### src/rtl/xcvr_pkg.sv
package xcvr_pkg;

    // Source of the data offered by one direction of the transceiver
    typedef enum logic {
        SRC_LIVE   = 1'b0,
        SRC_STORED = 1'b1
    } src_mode_e;

endpackage

### src/rtl/xcvr_store_reg.sv
module xcvr_store_reg #(
    parameter int W = 8
) (
    input  logic         clk,
    input  logic         rst,
    input  logic         cap_i,
    input  logic [W-1:0] bus_i,
    output logic [W-1:0] q_o
);

    logic [W-1:0] q_r;

    always_ff @(posedge clk) begin
        if (rst) begin
            q_r <= '0;
        end else if (cap_i) begin
            q_r <= bus_i;
        end
    end

    assign q_o = q_r;

endmodule

### src/rtl/xcvr_src_sel.sv
module xcvr_src_sel
    import xcvr_pkg::*;
#(
    parameter int W = 8
) (
    input  logic         clk,
    input  logic         rst,
    input  logic         sel_stored_i,
    input  logic [W-1:0] live_i,
    input  logic [W-1:0] stored_i,
    output src_mode_e    mode_o,
    output logic [W-1:0] data_o
);

    src_mode_e state_q, state_d;

    // next-state logic: GO_STORED / GO_LIVE
    always_comb begin
        state_d = state_q;
        unique case (state_q)
            SRC_LIVE:   if (sel_stored_i)  state_d = SRC_STORED;
            SRC_STORED: if (!sel_stored_i) state_d = SRC_LIVE;
            default:    state_d = SRC_LIVE;
        endcase
    end

    // state register
    always_ff @(posedge clk) begin
        if (rst) begin
            state_q <= SRC_LIVE;
        end else begin
            state_q <= state_d;
        end
    end

    // output: multiplexer steered only by the registered state
    always_comb begin
        data_o = live_i;
        unique case (state_q)
            SRC_LIVE:   data_o = live_i;
            SRC_STORED: data_o = stored_i;
            default:    data_o = live_i;
        endcase
    end

    assign mode_o = state_q;

    // A stored-mode request sampled at an edge leaves the machine in stored mode
    AST_SEL_REGISTERED: assert property (@(posedge clk) disable iff (rst)
        sel_stored_i |=> (mode_o == SRC_STORED));

endmodule

### src/rtl/xcvr_port_drv.sv
module xcvr_port_drv #(
    parameter int W          = 8,
    parameter bit OPEN_DRAIN = 1'b0,
    parameter bit INVERT     = 1'b0
) (
    input  logic         en_i,
    input  logic [W-1:0] data_i,
    output logic [W-1:0] val_o,
    output logic         oe_o
);

    logic [W-1:0] pol_data;

    if (INVERT) begin : g_inv
        assign pol_data = ~data_i;
    end else begin : g_pass
        assign pol_data = data_i;
    end

    if (OPEN_DRAIN) begin : g_od
        // val_o is a pull-low mask: only zeros are ever driven
        assign val_o = en_i ? ~pol_data : '0;
    end else begin : g_pp
        assign val_o = pol_data;
    end

    assign oe_o = en_i;

endmodule

### src/rtl/bus_xcvr_reg.sv
module bus_xcvr_reg
    import xcvr_pkg::*;
#(
    parameter int W      = 8,
    parameter bit INVERT = 1'b0
) (
    input  logic         clk,
    input  logic         rst,
    input  logic [W-1:0] a_in,
    input  logic [W-1:0] b_in,
    input  logic         cap_ab,
    input  logic         cap_ba,
    input  logic         sel_ab,
    input  logic         sel_ba,
    input  logic         oe_ab,
    input  logic         oe_ba_n,
    output logic [W-1:0] b_out,
    output logic         b_oe,
    output logic [W-1:0] a_pull_low
);

    localparam logic [W-1:0] POL_MASK = INVERT ? {W{1'b1}} : {W{1'b0}};

    logic [W-1:0] reg_a, reg_b;
    logic [W-1:0] src_ab, src_ba;
    src_mode_e    mode_ab, mode_ba;
    logic         a_oe;

    xcvr_store_reg #(.W(W)) u_reg_a (
        .clk(clk), .rst(rst), .cap_i(cap_ab), .bus_i(a_in), .q_o(reg_a)
    );

    xcvr_store_reg #(.W(W)) u_reg_b (
        .clk(clk), .rst(rst), .cap_i(cap_ba), .bus_i(b_in), .q_o(reg_b)
    );

    xcvr_src_sel #(.W(W)) u_sel_ab (
        .clk(clk), .rst(rst), .sel_stored_i(sel_ab),
        .live_i(a_in), .stored_i(reg_a), .mode_o(mode_ab), .data_o(src_ab)
    );

    xcvr_src_sel #(.W(W)) u_sel_ba (
        .clk(clk), .rst(rst), .sel_stored_i(sel_ba),
        .live_i(b_in), .stored_i(reg_b), .mode_o(mode_ba), .data_o(src_ba)
    );

    xcvr_port_drv #(.W(W), .OPEN_DRAIN(1'b0), .INVERT(INVERT)) u_drv_b (
        .en_i(oe_ab), .data_i(src_ab), .val_o(b_out), .oe_o(b_oe)
    );

    xcvr_port_drv #(.W(W), .OPEN_DRAIN(1'b1), .INVERT(INVERT)) u_drv_a (
        .en_i(!oe_ba_n), .data_i(src_ba), .val_o(a_pull_low), .oe_o(a_oe)
    );

    AST_CAP_TO_B: assert property (@(posedge clk) disable iff (rst)
        (cap_ab && sel_ab && mode_ab == SRC_STORED)
        |=> (b_out == ($past(a_in) ^ POL_MASK)));

    AST_CAP_TO_A: assert property (@(posedge clk) disable iff (rst)
        (cap_ba && sel_ba && mode_ba == SRC_STORED)
        |=> (oe_ba_n || (a_pull_low == ~($past(b_in) ^ POL_MASK))));

    AST_STORED_HOLD: assert property (@(posedge clk) disable iff (rst)
        (!cap_ab && sel_ab && mode_ab == SRC_STORED) |=> $stable(b_out));

    AST_ISOLATE: assert property (@(posedge clk) disable iff (rst)
        (!oe_ab && oe_ba_n) |-> (!b_oe && a_pull_low == '0 && !a_oe));

endmodule

### config.mk
export PLATFORM = sky130hd
export DESIGN_NAME = bus_xcvr_reg
export DESIGN_NICKNAME = d
export VERILOG_FILES = /design/src/rtl/xcvr_pkg.sv /design/src/rtl/xcvr_store_reg.sv /design/src/rtl/xcvr_src_sel.sv /design/src/rtl/xcvr_port_drv.sv /design/src/rtl/bus_xcvr_reg.sv
export SDC_FILE = /design/constraint.sdc
export NUM_CORES = 1
export LEC_CHECK = 0
export BUFFER_PORTS_ARGS = -buffer_cell sky130_fd_sc_hd__buf_2
export CAP_MARGIN = 20
export CORE_UTILIZATION = 47
export DETAILED_ROUTE_END_ITERATION = 16
export GPL_ROUTABILITY_DRIVEN = 0
export PLACE_DENSITY = 0.78
export SYNTH_ARGS = -nofsm -noshare
export SYNTH_HDL_FRONTEND = slang
export SYNTH_HIERARCHICAL = 1
export SYNTH_SLANG_ARGS = --single-unit
### constraint.sdc
create_clock -name clk -period 1.2 [get_ports clk]
set_input_delay 0.18 -clock clk [delete_from_list [all_inputs] [get_ports clk]]
set_output_delay 0.18 -clock clk [all_outputs]
set_load 0.01 [all_outputs]
==> impl_metrics.toml, run 1 <==
[detailed_routing]
ant_nets = 0
wirelength_um = 1550
dr.pass1.iters = 2
drt_iter0_drc = 4
wire_per_inst_um = 10.47
vias = 687
avgViaCountPerCell = 4.642
drcViolationCount = 0

[critical_path]
critical_path_arrival_ns = 1.31
critPathKind = "reg -> out"
cp_max_fo = 8
required_ns = 1.02
cp-start-kind = "flop"
end_kind = "primary output"

[logic_synthesis]
syn_area_per_cell_um2 = 10.95
syn_inst = 92
syn_nets = 116
yosys_warnings = 6
synthesis.area_um2 = 1007

[pwr]
power_mw = 1.322
ir_drop_v = 0.0008921
power.density_nw_per_um2 = 1066
leakage_nw = 0.6342

[place]
dp_hpwl_um = 1188
port_buffers = 38
place_area_um2 = 1151

[cts]
cts_sinks = 18
path_clk_slew_ns = 0.10
cts_max_level = 1
cts_buffers = 3
cts_tree = "done"
clk_path_buf_depth = 2
clk-insertion-delay-late_ns = 0.28
clock-root-buffer = "clkbuf_4"
cts_hold_buf = 0

[grt]
grt_max_degree = 19
grt_pass1_vias = 554
grt_first_pass_wirelength_um = 2332
antenna_found_initial = 0
gr-total-overflow = 0
grt.total_usage = 0.1443

[die]
die_area_um2 = 2332
core-area_um2 = 1982
io_pins = 41
die_h_um = 48.29
placementRows = 16
die_width_um = 48.29
initial_core_util = 0.5082

[cells_and_area]
nets = 146
num_antenna_cells = 0
syn2layout_area_growth_pct = 23.11
fill_cells = 154
fin_util = 0.6256
final_area_um2 = 1240
drive_gt1_frac = 0.5124

[timing]
fin_setup_tns_ns = -3.472
fmax_mhz = 671.4
hold_viol = 0
post-route-period-util = 1.241
worst_slack_ns = -0.2895
max_slew.worst_pin.slew_ns = 0.3056
rsz0062_at_grt = "true"
final-max-slew-violation-count = 0
fin_crit_ns = 1.490
finalClockSkew_ns = 0
max_slew_margin = 0.7963
setup_viol_count_final = 16

[job]
maxCapViolCount = 0

[run_status]
violations = "setup timing"
status = "finished, violations left"

[min_path]
hold_path.class = "in -> reg"
==> power breakdown <==
| group | leakage, nW | internal (mW) | switching [mW] |
|---|---|---|---|
| sequential | 0.149 | 0.633 | 0.0180 |
| combinational | 0.464 | 0.193 | 0.123 |
| clock | 0.0210 | 0.184 | 0.170 |
==> critical path, cell delays in order (launching register included) <==
cell	delay [ns]
dfxtp_2	0.35
buf_12	0.13
mux2_4	0.30
nor2b_1	0.11
buf_2	0.14
==> cells in the final DEF, fill, tap and decap left out, drive strengths merged <==
cell type	count
inv	1
buf	40
dfxtp	18
mux2i	16
nor2b	10
nor2	16
mux2	16
clkbuf	4
==> metal layers <==
layer	GRT usage	routed length, um
met4	0.06667	27
met5	0	0
met1	0.1712	666
met2	0.2453	795
met3	0.03333	61
==> final cells by class <==
type | count | area, um^2 | share of cell area
sequential | 18 | 362.8 | 0.2926
clock buffer | 4 | 36.28 | 0.02926
inverter | 1 | 3.754 | 0.003027
tap | 27 | 33.78 | 0.02725
timing repair buffer | 40 | 280.3 | 0.2260
multi-input combinational | 58 | 523.0 | 0.4218
==> final timing paths <==
path,startpoint,end,slack (ns),cells after the start
worst min register to register,u_reg_b/q_o[5],u_reg_b/q_o[5],0.50,2
worst max register to register,u_reg_a/q_o[6],u_reg_a/q_o[6],0.55,2
worst max-delay path,u_sel_ba/mode_o,a_pull_low[4],-0.29,4
worst min-delay path,sel_ab,u_sel_ab/mode_o,0.10,2
==> per-stage QoR <==
stage | setup WS [ns] | cells | hold slack, ns
after floorplan | 0.08679 | 92 | 0.2516
after global placement | 0.02773 | 144 | 0.3601
after detailed placement | -0.0004318 | 144 | 0.3601
after CTS | -0.2963 | 148 | 0.08979
after global routing | -0.3581 | 148 | 0.09092
final | -0.2895 | 148 | 0.1040
==> flip-flops by register name, summed over array words and instances, names as in the netlist <==
name and flops:
u_reg_a/q_o 8, u_reg_b/q_o 8, u_sel_ab/mode_o 1, u_sel_ba/mode_o 1
==> repair_timing <==
item | in CTS | in global routing
resized for setup | 10 | 0
endpoints found under the setup margin | 16 | 16
buffers inserted | 0 | 0
Power figures use the tool's default switching activity.
==> run 2, diff against run 1 <==
--- a/config.mk
+++ b/config.mk
@@ -11,6 +11,7 @@
 export DETAILED_ROUTE_END_ITERATION = 16
 export GPL_ROUTABILITY_DRIVEN = 0
 export PLACE_DENSITY = 0.78
+export SETUP_SLACK_MARGIN = 0.15
 export SYNTH_ARGS = -nofsm -noshare
 export SYNTH_HDL_FRONTEND = slang
 export SYNTH_HIERARCHICAL = 1
==> run 2 against run 1 <==
Net effect: the run still ends with setup timing left; setup slack better by 0.014 ns; critical path depth down 1; total power up 5.0%; die area is the same; hold slack worse by 0.014 ns; combinational power up 16%; sequential power up 0.9%; flip-flop and latch count unchanged; clock-buffer cell count unchanged; critical endpoint unchanged.
==> impl_metrics.toml, run 2 (synthesized netlist as in run 1, its figures left out) <==
[cells_and_area]
final_common_cell = "buf_2"
fin_util = 0.6723
drive_gt1_frac = 0.5750
syn2layout_area_growth_pct = 32.30
final_area_um2 = 1333
nets = 145
instances_no_fill = 147
num_antenna_cells = 0

[grt]
gr-total-overflow = 0
grt_max_degree = 19
grt.total_usage = 0.1794
antenna_found_initial = 0
grt_pass1_vias = 646
grt_first_pass_wirelength_um = 2822

[timing]
fin_crit_ns = 1.475
fmax_mhz = 677.9
worst_slack_ns = -0.2751
fin_setup_tns_ns = -3.445
final-max-slew-violation-count = 0
hold_ws_ns = 0.09046
max_slew_margin = 0.7787
post-route-period-util = 1.229
max_slew.worst_pin.slew_ns = 0.3320
rsz0062_at_grt = "true"
setup_viol_count_final = 16
finalClockSkew_ns = 0
hold_viol = 0

[cts]
cts_hold_buf = 0
cts_setup_buffers = 0
clk-insertion-delay-late_ns = 0.28
cts_buffers = 3
clock-root-buffer = "clkbuf_4"
clk_path_buf_depth = 2
cts_max_level = 1
path_clk_slew_ns = 0.10
cts_tree = "done"
cts_sinks = 18

[detailed_routing]
drt_iter0_drc = 11
drcViolationCount = 0
wl_met3_um = 58
top_layer = "met3"
vias = 701
wirelength_um = 1913
ant_nets = 0
wl_met1_um = 726
avgViaCountPerCell = 4.769
dr.pass1.iters = 4
wire_per_inst_um = 13.01
met2_length_um = 1127

[die]
die_area_um2 = 2332
io_pins = 41
placementRows = 16
initial_core_util = 0.5082
core-area_um2 = 1982
die_h_um = 48.29
die_width_um = 48.29

[critical_path]
cp-start-kind = "flop"
end_kind = "primary output"
required_ns = 1.02
cp_slowest_cell = "dfxtp_4"
max_stage_delay_ns = 0.45
cp_top_family = "flip-flops"
cp_max_fo = 8
crit_chain = "mux2_4 > nor2b_4 > buf_6"
r2r_start = "u_reg_a/q_o[0]"
crit_start = "u_sel_ba/mode_o"
cp_num_buf_inv = 1
critical_path_arrival_ns = 1.30
critPathKind = "reg -> out"

[place]
place_area_um2 = 1192
port_buffers = 38
dp_hpwl_um = 1384
dp_cells = 143

[job]
maxCapViolCount = 0

[run_status]
status = "finished, violations left"
violations = "setup timing"

[pwr]
ir_drop_v = 0.0007574
power.density_nw_per_um2 = 1042
leakage_nw = 0.6791

[min_path]
hold_path.class = "in -> reg"
min-delay-start = "sel_ba"
## run 2: cell count changes in the layout (fill, tap and decap cells not counted), sizes merged
cell	previous run	this run
buf	40	39
## run 2: path summary, 6_finish.rpt
kind | slack, ns | to | cells past startpoint
max | -0.28 | a_pull_low[4] | 3
min | 0.09 | u_sel_ba/mode_o | 2
max reg2reg | 0.52 | u_reg_a/q_o[0] | 2
min reg2reg | 0.51 | u_reg_b/q_o[4] | 2
## run 2: final cells by class
cell class | count | area [um^2]
multi-input combinational | 58 | 583.1
sequential | 18 | 365.4
timing repair buffer | 39 | 310.3
inverter | 1 | 3.754
fill | 160 | 649.4
tap | 27 | 33.78
clock buffer | 4 | 36.28
## run 2: power by group
group          internal, mW  leakage (nW)  switching, mW
Sequential            0.632         0.150         0.0249
Combinational         0.225         0.508          0.140
Clock                 0.185        0.0210          0.182
Total                  1.04         0.679          0.346
## run 2: routing by layer
metal  global-route usage  up-vias
met2               0.3440       19
met4              0.05000        0
li1                     -      348
met3              0.03333        0
met5                    0        -
met1               0.1982      334
## run 2: timing repair
action / CTS / global route
setup endpoints to repair: 16 / 16
resized for setup: 18 / 0
pin swaps: 0 / 0
## run 2: stage by stage
stage	setup slack, ns	total power [mW]
after global routing	-0.3329	1.464
after global placement	-0.0001539	0.9677
final	-0.2751	1.388
after detailed placement	-0.02408	0.9827
after floorplan	0.1456	0.9350
after CTS	-0.2771	1.403
==> run 3, diff against run 2 <==
--- a/config.mk
+++ b/config.mk
@@ -7,10 +7,11 @@
 export LEC_CHECK = 0
 export BUFFER_PORTS_ARGS = -buffer_cell sky130_fd_sc_hd__buf_2
 export CAP_MARGIN = 20
-export CORE_UTILIZATION = 47
+export CORE_UTILIZATION = 44
+export CTS_BUF_LIST = sky130_fd_sc_hd__clkbuf_8
 export DETAILED_ROUTE_END_ITERATION = 16
 export GPL_ROUTABILITY_DRIVEN = 0
-export PLACE_DENSITY = 0.78
+export PLACE_DENSITY = 0.77
 export SETUP_SLACK_MARGIN = 0.15
 export SYNTH_ARGS = -nofsm -noshare
 export SYNTH_HDL_FRONTEND = slang
==> constraint.sdc (replaced) <==
create_clock -name clk -period 1.3 [get_ports clk]
set_input_delay 0.195 -clock clk [delete_from_list [all_inputs] [get_ports clk]]
set_output_delay 0.195 -clock clk [all_outputs]
set_load 0.01 [all_outputs]
==> run 3 against run 2 <==
Net effect: wire length is 16% lower; global-route usage is 4.4 points lower; via count is 3.0% lower; the flow still finishes with violations (setup timing); clock skew stayed put; first-iteration DRC count is 55% lower; clock power hardly changed; utilization is 6.6 points lower; non-clock buffer count is 1 higher.
==> impl_metrics.toml, run 3 (synthesized netlist as in run 1, its figures left out) <==
[pwr]
ir_drop_v = 0.0006825
switchingPower_mw = 0.2911
power.density_nw_per_um2 = 1009
seqPwrFrac = 0.477
swShare = 0.2309
pwr-share-comb = 0.234
clkPwrFrac = 0.290
leakage_nw = 0.6369
intPower_mw = 0.9695

[cells_and_area]
final_cell_mix = "buf_2, mux2i_1, nor2_1, dfxtp_1, mux2_4"
num_antenna_cells = 0
multi_input_area_um2 = 528.0
fill_cells = 171
final_area_um2 = 1250
nets = 146
seq_area_um2 = 362.8
syn2layout_area_growth_pct = 24.10
drive_gt1_frac = 0.5250
final_common_cell = "buf_2"
instances_no_fill = 147

[grt]
grt_max_degree = 19
antenna_found_initial = 0
grt.total_usage = 0.1355
gr-total-overflow = 0
grt_pass1_vias = 609
grt_first_pass_wirelength_um = 2532

[timing]
rsz0062_at_grt = "true"
fin_setup_tns_ns = -1.300
finalClockSkew_ns = 0
worst_slack_ns = -0.1631
fin_crit_ns = 1.463
hold_viol = 0
setup_viol_count_final = 16
hold_ws_ns = 0.1556
fmax_mhz = 683.5
final-max-slew-violation-count = 0
post-route-period-util = 1.125
max_slew.worst_pin.slew_ns = 0.3187
max_slew_margin = 0.7876

[cts]
clock-root-buffer = "clkbuf_8"
cts_max_level = 1
clk_path_buf_depth = 2
clk-insertion-delay-late_ns = 0.24
cts_setup_buffers = 0
cts_tree = "done"
cts_buffers = 3
cts_sinks = 18
path_clk_slew_ns = 0.06

[critical_path]
critPathKind = "reg -> out"
reg2reg_slack_ns = 0.67
cp_num_buf_inv = 2
cp_slowest_cell = "dfxtp_2"
cp_max_fo = 8
cp_top_family = "flip-flops"
path_depth = 4
max_stage_delay_ns = 0.34
required_ns = 1.11
crit_chain = "buf_12 > mux2_4 > nor2b_2 > buf_2"
reg2reg_depth = 2
critical_path_arrival_ns = 1.27
end_kind = "primary output"
cp-start-kind = "flop"

[detailed_routing]
wl_met1_um = 719
dr.pass1.iters = 4
drcViolationCount = 0
top_layer = "met4"
ant_nets = 0
vias = 680
wire_per_inst_um = 10.87
drt_iter0_drc = 5
wl_met3_um = 58
met2_length_um = 800
avgViaCountPerCell = 4.626
wirelength_um = 1598

[die]
die_area_um2 = 2485
core-area_um2 = 2062
die_h_um = 49.85
placementRows = 16
initial_core_util = 0.4885
io_pins = 41
die_width_um = 49.85

[min_path]
hold_path.class = "in -> reg"
hold_depth = 2

[run_status]
status = "finished, violations left"
violations = "setup timing"

[place]
dp_slack_ns = 0.05310
place_area_um2 = 1151
dp_cells = 144
port_buffers = 38

[job]
maxCapViolCount = 0
-- run 3: layout make-up --
class	count	share of cell area
Timing Repair Buffer	40	0.2242
Sequential cell	18	0.2903
Inverter	1	0.003003
Multi-Input combinational cell	58	0.4224
Tap cell	27	0.02703
Clock buffer	3	0.03303
-- run 3: repair_timing --
item / in CTS / in global routing
hold buffers: 0 / 0
resized for setup: 10 / 2
endpoints found under the setup margin: 16 / 16
-- run 3: metal layers --
layer / GRT usage / up-vias
met3: 0.02778 / 2
li1: - / 349
met4: 0.08571 / 0
met2: 0.2207 / 21
met1: 0.1604 / 308
met5: 0 / -
-- run 3: power by group through the flow --
stage	combinational, mW	sequential [mW]	clock (mW)
6_report	0.294	0.601	0.365
5_1_grt	0.319	0.604	0.401
3_5_place_dp	0.267	0.613	0
2_1_floorplan	0.211	0.608	0
4_1_cts	0.295	0.601	0.382
3_3_place_gp	0.261	0.612	0
-- run 3: per-stage QoR --
step / util / total power, mW
floorplan: - / 0.8195
global placement: 0.5583 / 0.8728
detailed placement: 0.5583 / 0.8800
CTS: 0.6038 / 1.278
global route: 0.6062 / 1.323
finish: 0.6062 / 1.261
-- run 3: final timing paths --
path	startpoint	end
setup / recovery	u_sel_ba/mode_o	a_pull_low[2]
hold reg to reg	u_reg_a/q_o[4]	u_reg_a/q_o[4]
setup reg to reg	u_reg_a/q_o[5]	u_reg_a/q_o[5]
hold / removal	sel_ba	u_sel_ba/mode_o
